`src/rtl/lcg_pkg.sv`:
```
package lcg_pkg;
   localparam int unsigned LCG_W      = 32;
   localparam logic [31:0] LCG_MULT   = 32'd1664525;
   localparam logic [31:0] LCG_INC    = 32'd1013904223;
   // register stages between acceptance and commit: rows, sum, add
   localparam int unsigned LCG_STAGES = 3;
   // edges from the accepting edge to the committing edge
   localparam int unsigned LCG_LAT    = LCG_STAGES;
endpackage

```
`src/rtl/lcg_pp_stage.sv`:
```
// Stage 1: one registered partial-product row per operand chunk, modulo 2^W
module lcg_pp_stage #(
   parameter int unsigned STATE_W = 32,
   parameter int unsigned CHUNK_W = 16,
   parameter logic [STATE_W-1:0] MULT_K = '0
) (
   input  logic                                       clk,
   input  logic                                       rst,
   input  logic [STATE_W-1:0]                         opnd_i,
   output logic [STATE_W/CHUNK_W-1:0][STATE_W-1:0]    rows_o
);
   localparam int unsigned NCH = STATE_W / CHUNK_W;

   logic [NCH-1:0][STATE_W-1:0] rows_d;

   generate
      if (NCH == 1) begin : g_single
         assign rows_d[0] = opnd_i * MULT_K;
      end else begin : g_split
         for (genvar i = 0; i < NCH; i++) begin : g_row
            logic [STATE_W-1:0] piece;
            logic [STATE_W-1:0] prod;
            assign piece = STATE_W'(opnd_i[i*CHUNK_W +: CHUNK_W]);
            assign prod  = piece * MULT_K;
            assign rows_d[i] = prod << (i * CHUNK_W);
         end
      end
   endgenerate

   always_ff @(posedge clk) begin
      if (rst) rows_o <= '0;
      else     rows_o <= rows_d;
   end
endmodule

```
`src/rtl/lcg_row_sum.sv`:
```
// Stage 2: registered sum of the partial-product rows
module lcg_row_sum #(
   parameter int unsigned STATE_W = 32,
   parameter int unsigned NROWS   = 2
) (
   input  logic                           clk,
   input  logic                           rst,
   input  logic [NROWS-1:0][STATE_W-1:0]  rows_i,
   output logic [STATE_W-1:0]             prod_o
);
   logic [STATE_W-1:0] sum_d;

   generate
      if (NROWS == 1) begin : g_pass
         assign sum_d = rows_i[0];
      end else begin : g_tree
         always_comb begin
            sum_d = '0;
            for (int r = 0; r < NROWS; r++) sum_d = sum_d + rows_i[r];
         end
      end
   endgenerate

   always_ff @(posedge clk) begin
      if (rst) prod_o <= '0;
      else     prod_o <= sum_d;
   end
endmodule

```
`src/rtl/lcg_add_stage.sv`:
```
// Stage 3: registered addition of the recurrence increment
module lcg_add_stage #(
   parameter int unsigned STATE_W = 32,
   parameter logic [STATE_W-1:0] INC_K = '0
) (
   input  logic               clk,
   input  logic               rst,
   input  logic [STATE_W-1:0] prod_i,
   output logic [STATE_W-1:0] next_o
);
   always_ff @(posedge clk) begin
      if (rst) next_o <= '0;
      else     next_o <= prod_i + INC_K;
   end
endmodule

```
`src/rtl/lcg_ctrl.sv`:
```
// Tracks the one update in flight: acceptance, busy and commit
module lcg_ctrl #(
   parameter int unsigned STAGES = 3
) (
   input  logic clk,
   input  logic rst,
   input  logic req_i,
   input  logic load_i,
   output logic busy_o,
   output logic commit_o
);
   logic [STAGES-1:0] stg_q;
   logic              accept;

   assign busy_o   = |stg_q;
   assign accept   = req_i & ~busy_o & ~load_i;
   assign commit_o = stg_q[STAGES-1] & ~load_i;

   generate
      if (STAGES == 1) begin : g_one
         always_ff @(posedge clk) begin
            if (rst || load_i) stg_q <= '0;
            else               stg_q <= accept;
         end
      end else begin : g_chain
         always_ff @(posedge clk) begin
            if (rst || load_i) stg_q <= '0;
            else               stg_q <= {stg_q[STAGES-2:0], accept};
         end
      end
   endgenerate
endmodule

```
`src/rtl/lcg_noise_gen.sv`:
```
module lcg_noise_gen #(
   parameter int unsigned STATE_W  = lcg_pkg::LCG_W,
   parameter int unsigned SAMPLE_W = 12,
   parameter int unsigned CHUNK_W  = 16,
   parameter logic [STATE_W-1:0] MULT_K = STATE_W'(lcg_pkg::LCG_MULT),
   parameter logic [STATE_W-1:0] INC_K  = STATE_W'(lcg_pkg::LCG_INC),
   parameter logic [STATE_W-1:0] RST_SEED = '0
) (
   input  logic                clk,
   input  logic                rst,
   input  logic [STATE_W-1:0]  seed_i,
   input  logic                load_i,
   input  logic                req_i,
   output logic [SAMPLE_W-1:0] sample_o,
   output logic                valid_o,
   output logic                busy_o,
   output logic [STATE_W-1:0]  state_o
);
   localparam int unsigned NCH   = STATE_W / CHUNK_W;
   localparam int unsigned TOP_LO = STATE_W - SAMPLE_W;

   initial begin : p_param_chk
      assert (STATE_W % CHUNK_W == 0)
         else $error("chunk width must divide the state width");
      assert (SAMPLE_W >= 1 && SAMPLE_W <= STATE_W)
         else $error("sample width out of range");
   end

   logic [STATE_W-1:0]          state_q;
   logic [NCH-1:0][STATE_W-1:0] rows;
   logic [STATE_W-1:0]          prod;
   logic [STATE_W-1:0]          next_val;
   logic                        commit;
   logic [SAMPLE_W-1:0]         sample_q;
   logic                        valid_q;

   lcg_ctrl #(.STAGES(lcg_pkg::LCG_STAGES)) u_ctrl (
      .clk(clk), .rst(rst), .req_i(req_i), .load_i(load_i),
      .busy_o(busy_o), .commit_o(commit)
   );

   lcg_pp_stage #(.STATE_W(STATE_W), .CHUNK_W(CHUNK_W), .MULT_K(MULT_K)) u_pp (
      .clk(clk), .rst(rst), .opnd_i(state_q), .rows_o(rows)
   );

   lcg_row_sum #(.STATE_W(STATE_W), .NROWS(NCH)) u_sum (
      .clk(clk), .rst(rst), .rows_i(rows), .prod_o(prod)
   );

   lcg_add_stage #(.STATE_W(STATE_W), .INC_K(INC_K)) u_add (
      .clk(clk), .rst(rst), .prod_i(prod), .next_o(next_val)
   );

   always_ff @(posedge clk) begin
      if (rst)         state_q <= RST_SEED;
      else if (load_i) state_q <= seed_i;
      else if (commit) state_q <= next_val;
   end

   always_ff @(posedge clk) begin
      if (rst) begin
         sample_q <= '0;
         valid_q  <= 1'b0;
      end else begin
         valid_q <= commit;
         if (commit) sample_q <= state_q[STATE_W-1:TOP_LO];
      end
   end

   assign sample_o = sample_q;
   assign valid_o  = valid_q;
   assign state_o  = state_q;
endmodule

```
`config.mk`:
```
export PLATFORM = sky130hd
export DESIGN_NAME = lcg_noise_gen
export DESIGN_NICKNAME = d
export VERILOG_FILES = /design/src/rtl/lcg_pkg.sv /design/src/rtl/lcg_pp_stage.sv /design/src/rtl/lcg_row_sum.sv /design/src/rtl/lcg_add_stage.sv /design/src/rtl/lcg_ctrl.sv /design/src/rtl/lcg_noise_gen.sv
export SDC_FILE = /design/constraint.sdc
export NUM_CORES = 1
export LEC_CHECK = 0
export ABC_CLOCK_PERIOD_IN_PS = 7100
export BUFFER_PORTS_ARGS = -buffer_cell sky130_fd_sc_hd__buf_2
export CORE_MARGIN = 3
export CORE_UTILIZATION = 55
export DETAILED_ROUTE_END_ITERATION = 10
export HOLD_SLACK_MARGIN = 0.02
export PLACE_DENSITY = 0.77
export SYNTH_ARGS = -nofsm -noshare
export SYNTH_HDL_FRONTEND = slang
export SYNTH_SLANG_ARGS = --single-unit
```
`constraint.sdc`:
```
create_clock -name clk -period 7.1 [get_ports clk]
set_clock_uncertainty 0.05 [all_clocks]
set_input_delay 2.13 -clock clk [delete_from_list [all_inputs] [get_ports clk]]
set_output_delay 2.13 -clock clk [all_outputs]
set_load 0.02 [all_outputs]
```
---- After elaboration in Yosys (flattened, before gate mapping) ----
Cells that the tools add are included.
Widths: inputs -> output; s select.
storage, ports and cells
  flip-flop bits (word level) ............. 176
  logic and storage cells ................. 23
cells by class
  bitwise logic cells ..................... 5
  muxes and demuxes ....................... 2
  add/sub/neg operators ................... 2
  $mul .................................... 2
  reduce and logical (&&, ||, !) cells .... 3
operators by type and width
  cell                    count
  $mux 32                 2
  $add 32x30->32 const B  1
  $add 32x32->32          1
  $mul 16x21->32 const B  1
  $mul 16x21->16 const B  1
  $and 1x1->1             3
  $reduce_or 3->1         1
  $not 1->1               2
  $reduce_bool 2->1       1
  $logic_or 1x1->1        1

---- Longest topological paths before layout ----
Gate-level depths: netlist of the first run.
  depth after elaboration ................. 4
  depth in mapped cells ................... 20
  mapped depth without buffers ............ 20

---- Modules after synthesis ----
Synthesis of the first run repeated with hierarchy kept, for this count alone.
unflattened totals
  cell total of the unflattened synthesis .. 1560
  area total of the unflattened synthesis .. 14569.0 µm²
by module, submodules not included
  module         area an instance (µm²)  cells an instance  sequential area each (µm²)  instances
  lcg_pp_stage   8276.7                  858                960.9                       1
  lcg_row_sum    2673.8                  333                640.6                       1
  lcg_noise_gen  1959.4                  183                900.9                       1
  lcg_add_stage  1540.2                  177                640.6                       1
  lcg_ctrl       118.9                   9                  60.1                        1

---- Least setup slack after synthesis of the first run ----
Ideal clock, no wire load.
  path kind ............................... reg2reg
  from .................................... register state_q[5] (netlist: state_o[5])
  to ...................................... register u_pp.rows_o[29] (netlist bit)
  period minus slack after synthesis ...... 5.317 ns
  setup slack ............................. 1.783 ns
  arrival ................................. 5.146 ns
  buffers on the path ..................... 0
  stages on the path, launching flop included .. 19
  data required time ...................... 6.929 ns
  cells stage by stage .................... dfxtp_1 inv_1 ha_1 fa_1 inv_1 fa_1 fa_1 inv_1 fa_1 fa_1 inv_1 ha_1 and3_1 nor2b_1 and2_1 nand3_1 a211oi_1 a31oi_1 mux2_2
on the way
  longest elaborated chain between the ends .. 1
RTL lines
  item                      RTL line             source
  start: declaration        lcg_noise_gen.sv:29  logic [STATE_W-1:0] state_q;
  start signal: assignment  lcg_noise_gen.sv:56  else if (load_i) state_q <= seed_i;
  start signal: assignment  lcg_noise_gen.sv:57  else if (commit) state_q <= next_val;
  $mul 16x21->32            lcg_pp_stage.sv:24   assign prod = piece * MULT_K;
  end signal: assignment    lcg_pp_stage.sv:32   else rows_o <= rows_d;
  end: declaration          lcg_pp_stage.sv:10   output logic [STATE_W/CHUNK_W-1:0][STATE_W-1:0] rows_o
Every way passes these cells.
A chain may end at the register's enable or synchronous reset.

---- Final worst setup path of the first run ----
Ends and elaborated chain as after synthesis.

==> impl_metrics.yaml, run 1 <==
pwr:
  clkPwrFrac_pct: 24.0
  peakVddDrop_v: 0.000181
  p_per_area_mw_per_mm2: 271
  combPwrFrac_pct: 45.4
  p_sw_mw: 1.59
  p_int_mw: 2.32
  power.share.switching_pct: 40.6
  p_leak_nw: 7.39
  p_seq_share_pct: 30.7
placed_design:
  place_hpwl_um: 24300
  place_inst: 1762
  io_buffers: 81
  gp_congestion: 0.913
layout:
  nets: 1841
  fillers: 1869
  area_growth_pct: 9.81
  fin_util_pct: 62.6
  fin_cells: 1794
  antenna_cells: 0
  ff_latch_area_mm2: 0.00320
  layout-drive-gt1-share_pct: 9.39
  multi_input_area_mm2: 0.00900
worst_setup_path:
  crit_family: "adder cells"
  critPathLaunchType: "register"
  r2r_start: "state_o[5]"
  reg2reg_slack_ns: 1.50
  arrival_ns: 5.88
  crit_path_max_fanout: 7
  cp_num_buf_inv: 4
  slowest_delay_ns: 0.55
  end_kind: "register"
  cp-startpoint: "state_o[5]"
  critPathKind: "reg2reg"
  timing.rr.end: "u_pp.rows_o[29]"
  cp.required_ns: 7.38
  crit_top_cell: "fa_1"
  cp_slowest_cell: "fa_1"
  cp_cell_sequence: "inv_1 > ha_1 > fa_1 > inv_1 > fa_1 > fa_1 > inv_1 > fa_1 > fa_1 > inv_1 > ha_1 > and3_1 > nor2b_1 > and2_1 > nand3_1 > a211oi_1 > a31oi_1 > mux2_2"
  reg2reg_depth: 18
synth:
  synth_top_family_by_area: "adder cells"
  synth_edf_count: 0
  synth-compound-area-share_pct: 10.9
  ys_types: 60
  synthArstFlopShare_pct: 0
  syn_area_per_cell_um2: 9.38
  syn-num-nets: 1774
  yosysWarnings: 0
  synth_mux_area_share_pct: 2.93
  ys_ff_latch: 160
  synth_area_mm2: 0.0131
  synth_xor_area_share_pct: 4.73
  ys_seq_area_share_pct: 24.4
  yosys_most_used_dff: "dfxtp_1"
  syn_inst: 1401
  synthSimpleGateAreaFrac_pct: 11.7
  synthAdderAreaFrac_pct: 38.2
clock_network:
  cts_buffer_depth: 2
  cts_tree: "yes"
  ctsResizeCount: 0
  clkTransAtPathRegs_ns: 0.08
  insertion_delay_ns: 0.43
  cts_setup_buffers: 0
  h-tree-depth: 4
  numCtsBuffers: 17
  root_buffer: "clkbuf_16"
  cts_sinks: 160
  postCtsHoldBufs: 0
die:
  pin_count: 82
  fp-row-count: 55
  initial_utilization_pct: 57.0
  coreArea_mm2: 0.0231
  die_w_um: 161
  die_y_um: 161
  die_area_mm2: 0.0258
sta:
  hold_ws_ns: 0.387
  hold_viol: 0
  tns_ns: 0
  setup_viol: 0
  fin_crit_ns: 5.60
  slew_viol_final: 0
  clock.fmax_mhz: 178
  worstMarginPinSlew_ns: 0.734
  slew_headroom_pct: 49.8
  rsz0062_at_grt: "false"
  final.period_utilization_pct: 78.9
routing:
  drtIter0Drc: 639
  first_pass_iters: 6
  wl_um: 30400
  ant_nets: 0
  routed_via_density: 5.44
  avgRoutedWirePerCell_um: 16.9
  post-route-drc-count: 0
  num_vias: 9757
grt:
  antenna_found_initial: 0
  overflow: 0
  grt_max_degree: 68
  grt_first_pass_wirelength_um: 49700
  gr-usage-all-layers_pct: 24.1
  first_global_vias: 9777
hold_path:
  hold_depth: 1
  hold_start: "u_pp.rows_o[3]"
  min_to: "u_sum.prod_o[3]"
  min_path_type: "reg2reg"
outcome:
  status: "finished clean"
flow_run:
  cap_violations: 0
-- cells in the final DEF, fill, tap and decap left out, types with 6 or more instances in the layout --
cell type  count
a211oi_1      11
a21o_1        20
a21oi_1       89
a31oi_1        6
and2_1         9
and3_1         7
buf_2         80
clkbuf_16     17
dfxtp_1      159
fa_1         107
ha_1         230
inv_1        210
mux2i_1       34
nand2_1       52
nand3_1       13
nor2_1       148
nor2b_1       37
nor3_1        21
nor3b_1        8
o211ai_1       6
o21a_1        10
o21ai_0       31
o21bai_1       8
or3_1          9
xnor2_1       45
xor2_1        26
-- worst register-to-register path: stages, from the launching register on --
cell and delay, ns:
dfxtp_1 0.47, inv_1 0.13, ha_1 0.34, fa_1 0.49, inv_1 0.07, fa_1 0.49, fa_1 0.55, inv_1 0.05
fa_1 0.44, fa_1 0.49, inv_1 0.04, ha_1 0.38, and3_1 0.22, nor2b_1 0.22, and2_1 0.16, nand3_1 0.14
a211oi_1 0.37, a31oi_1 0.14, mux2_2 0.28
-- layout make-up --
class / instances / area share, %
well taps: 313 / 2.71
flip-flops and latches: 160 / 22.2
clock inverters: 15 / 1.30
clock buffers: 17 / 2.95
multi-input cells: 994 / 62.3
inverters: 210 / 5.46
repair buffers: 85 / 3.03
-- per-stage QoR --
step,cell area [um^2],setup slack (ns),power [mW]
2_1_floorplan,13100,1.78,2.52
3_3_place_gp,13800,1.58,2.92
3_5_place_dp,13800,1.55,2.97
4_1_cts,14400,1.52,3.93
5_1_grt,14400,1.24,4.22
6_report,14400,1.50,3.91
-- power groups by stage --
stage               clock network [mW]  registers (mW)  logic (mW)
floorplan                            0            1.18        1.34
global placement                     0            1.21        1.70
detailed placement                   0            1.22        1.75
CTS                              0.950            1.20        1.78
global route                     0.989            1.22        2.02
finish                           0.937            1.20        1.77
-- per-layer routing --
metal | up-vias | track usage (%) | part of all wire (%)
met4 | 0 | 6.75 | 2.2
met1 | 4636 | 33.0 | 46
met3 | 42 | 5.03 | 6.4
met2 | 290 | 38.8 | 46
met5 | - | 0 | 0
li1 | 4789 | - | -
-- cell families after synthesis --
kind of cell               after synthesis
AOI/OAI and AO/OA                      221
xor gates and xnor gates                71
adders and majority gates              337
buffers and inverters                  247
DFF                                    160
muxes                                   38
and+or+nand+nor                        327
-- cells in the mapped netlist (all sizes together), types with 11 or more instances --
cell,instances,area (um^2)
a211oi,11,82.6
a21o,20,150
a21oi,90,454
buf,13,63.8
clkbuf,24,90.1
dfxtp,160,3200
fa,107,2140
ha,230,2880
inv,210,788
mux2i,34,340
nand2,52,195
nand3,13,65.1
nor2,148,556
nor2b,37,231
nor3,21,105
o21a,11,90.1
o21ai,32,171
xnor2,45,394
xor2,26,228
-- worst max-delay path by stage --
| stage | endpoint | slack (ns) | cells after the start |
|---|---|---|---|
| 3_5_place_dp | u_pp.rows_o[29] | 1.55 | 18 |
| 3_3_place_gp | u_pp.rows_o[29] | 1.58 | 18 |
| 4_1_cts | u_pp.rows_o[29] | 1.52 | 18 |
| 6_report | u_pp.rows_o[29] | 1.50 | 18 |
| 2_1_floorplan | u_pp.rows_o[29] | 1.78 | 18 |
| 5_1_grt | u_pp.rows_o[29] | 1.24 | 18 |
-- sequential cells by signal, indices dropped and copies added (netlist names) --
| signal | cells |
|---|---|
| sample_o | 12 |
| state_o | 32 |
| u_add.next_o | 32 |
| u_ctrl.stg_q | 3 |
| u_pp.rows_o | 48 |
| u_sum.prod_o | 32 |
| valid_o | 1 |
Note: power is estimated with default switching activity, not from simulation.
==> inputs of run 2 (changes only) <==
ABC_CLOCK_PERIOD_IN_PS = 5600   (was 7100)
clock period = 5.6 ns   (was 7.1 ns; I/O delays follow)
==> impl_metrics.yaml, run 2 (synthesized netlist as in run 1, its figures left out) <==
worst_setup_path:
  cp_slowest_cell: "fa_1"
  crit_family: "adder cells"
  cp.required_ns: 5.88
  cp_cell_sequence: "inv_1 > ha_2 > fa_1 > inv_1 > fa_1 > fa_1 > inv_1 > fa_1 > fa_1 > inv_1 > ha_1 > and3_1 > nor2b_2 > and2_1 > nand3_1 > a21oi_1 > o31ai_1 > mux2_2"
  arrival_ns: 5.60
  slowest_delay_ns: 0.55
  crit_top_cell: "fa_1"
  critPathKind: "reg2reg"
  end_kind: "register"
  cp_num_buf_inv: 4
  crit_path_max_fanout: 6
  critPathLaunchType: "register"
pwr:
  peakVddDrop_v: 0.000261
  p_per_area_mw_per_mm2: 344
  p_leak_nw: 7.49
  power.total_mw: 5.03
flow_run:
  cap_violations: 0
clock_network:
  cts_sinks: 160
  cts_tree: "yes"
  postCtsHoldBufs: 0
  insertion_delay_ns: 0.43
  root_buffer: "clkbuf_16"
  h-tree-depth: 4
  clkTransAtPathRegs_ns: 0.08
  cts_buffer_depth: 2
  numCtsBuffers: 17
sta:
  hold_viol: 0
  tns_ns: 0
  clock.fmax_mhz: 188
  fin_crit_ns: 5.32
  rsz0062_at_grt: "false"
  slew_viol_final: 0
  slew_headroom_pct: 46.8
  setup_viol: 0
  worstMarginPinSlew_ns: 0.797
  final.period_utilization_pct: 95.0
layout:
  final_common_cell: "ha_1"
  antenna_cells: 0
  largest_reg_flops: 48
  regMostFlops: "u_pp.rows_o"
  nets: 1857
  layout-drive-gt1-share_pct: 11.1
  area_growth_pct: 11.1
  final_cell_mix: "228 x ha_1, 210 x inv_1, 155 x dfxtp_1, 148 x nor2_1, 107 x fa_1"
grt:
  gr-usage-all-layers_pct: 24.5
  grtUsageMet3_pct: 5.11
  met2_usage_pct: 38.7
  use_met1_pct: 34.2
  busiest_layer: "met2"
  grt_first_pass_wirelength_um: 50400
  grt_max_degree: 111
  first_global_vias: 9783
  overflow: 0
  antenna_found_initial: 0
routing:
  post-route-drc-count: 0
  ant_nets: 0
  avgRoutedWirePerCell_um: 17.1
  num_vias: 9816
  drtIter0Drc: 732
  routed_via_density: 5.42
  wl_um: 30900
  first_pass_iters: 6
die:
  die_area_mm2: 0.0258
  coreArea_mm2: 0.0231
  pin_count: 82
  initial_utilization_pct: 57.0
  fp-row-count: 55
  die_w_um: 161
  die_y_um: 161
outcome:
  status: "finished clean"
hold_path:
  min_path_type: "reg2reg"
placed_design:
  gp_congestion: 1.00
  io_buffers: 81
  place_hpwl_um: 24800
-- run 2: changes by cell type in the layout (fill, tap and decap cells not counted), moves of 3 or more --
cell       delta
clkinv_8      -5
buf_4        +15
bufinv_16     +3
dfxtp_2       +4
dfxtp_1       -4
-- run 2: cell type report --
type                            count  area [um^2]
Sequential cell                   160         3210
Timing Repair Buffer              101          571
Clock buffer                       17          425
Inverter                          210          788
Clock inverter                     15          196
Fill cell                        1885         8450
Tap cell                          313          392
Multi-Input combinational cell    994         9030
-- run 2: power breakdown --
part           switching [mW]  internal [mW]  total [mW]
clock                   0.522          0.718        1.24
sequential              0.146           1.37        1.51
combinational            1.29          0.986        2.28
-- run 2: worst paths after layout --
path                            slack (ns)          endpoint  cells after the start            start
worst max register to register        0.28   u_pp.rows_o[31]                     18       state_o[5]
worst max-delay path                  0.28   u_pp.rows_o[31]                     18       state_o[5]
worst min register to register        0.38  u_sum.prod_o[13]                      1  u_pp.rows_o[13]
worst min-delay path                  0.38  u_sum.prod_o[13]                      1  u_pp.rows_o[13]
-- run 2: routing by layer --
metal | up-vias | part of all wire, %
met3 | 45 | 5.5
li1 | 4802 | -
met4 | 0 | 2.0
met2 | 238 | 46
met1 | 4731 | 47
met5 | - | 0
-- run 2: timing repair --
item / in CTS / in global routing
setup buffers: 0 / 0
resized for setup: 0 / 11
endpoints found under the setup margin: 0 / 6
-- run 2: through the flow --
step | area [um^2] | worst slack, ns | utilization (%) | cells | hold WS, ns
floorplan | 13100 | 0.283 | - | 1401 | 0.364
global placement | 14000 | 0.207 | 60.5 | 1778 | 0.365
detailed placement | 14000 | 0.180 | 60.5 | 1778 | 0.370
CTS | 14600 | 0.121 | 63.2 | 1810 | 0.380
global route | 14600 | 0.0536 | 63.4 | 1810 | 0.403
finish | 14600 | 0.278 | 63.4 | 1810 | 0.376
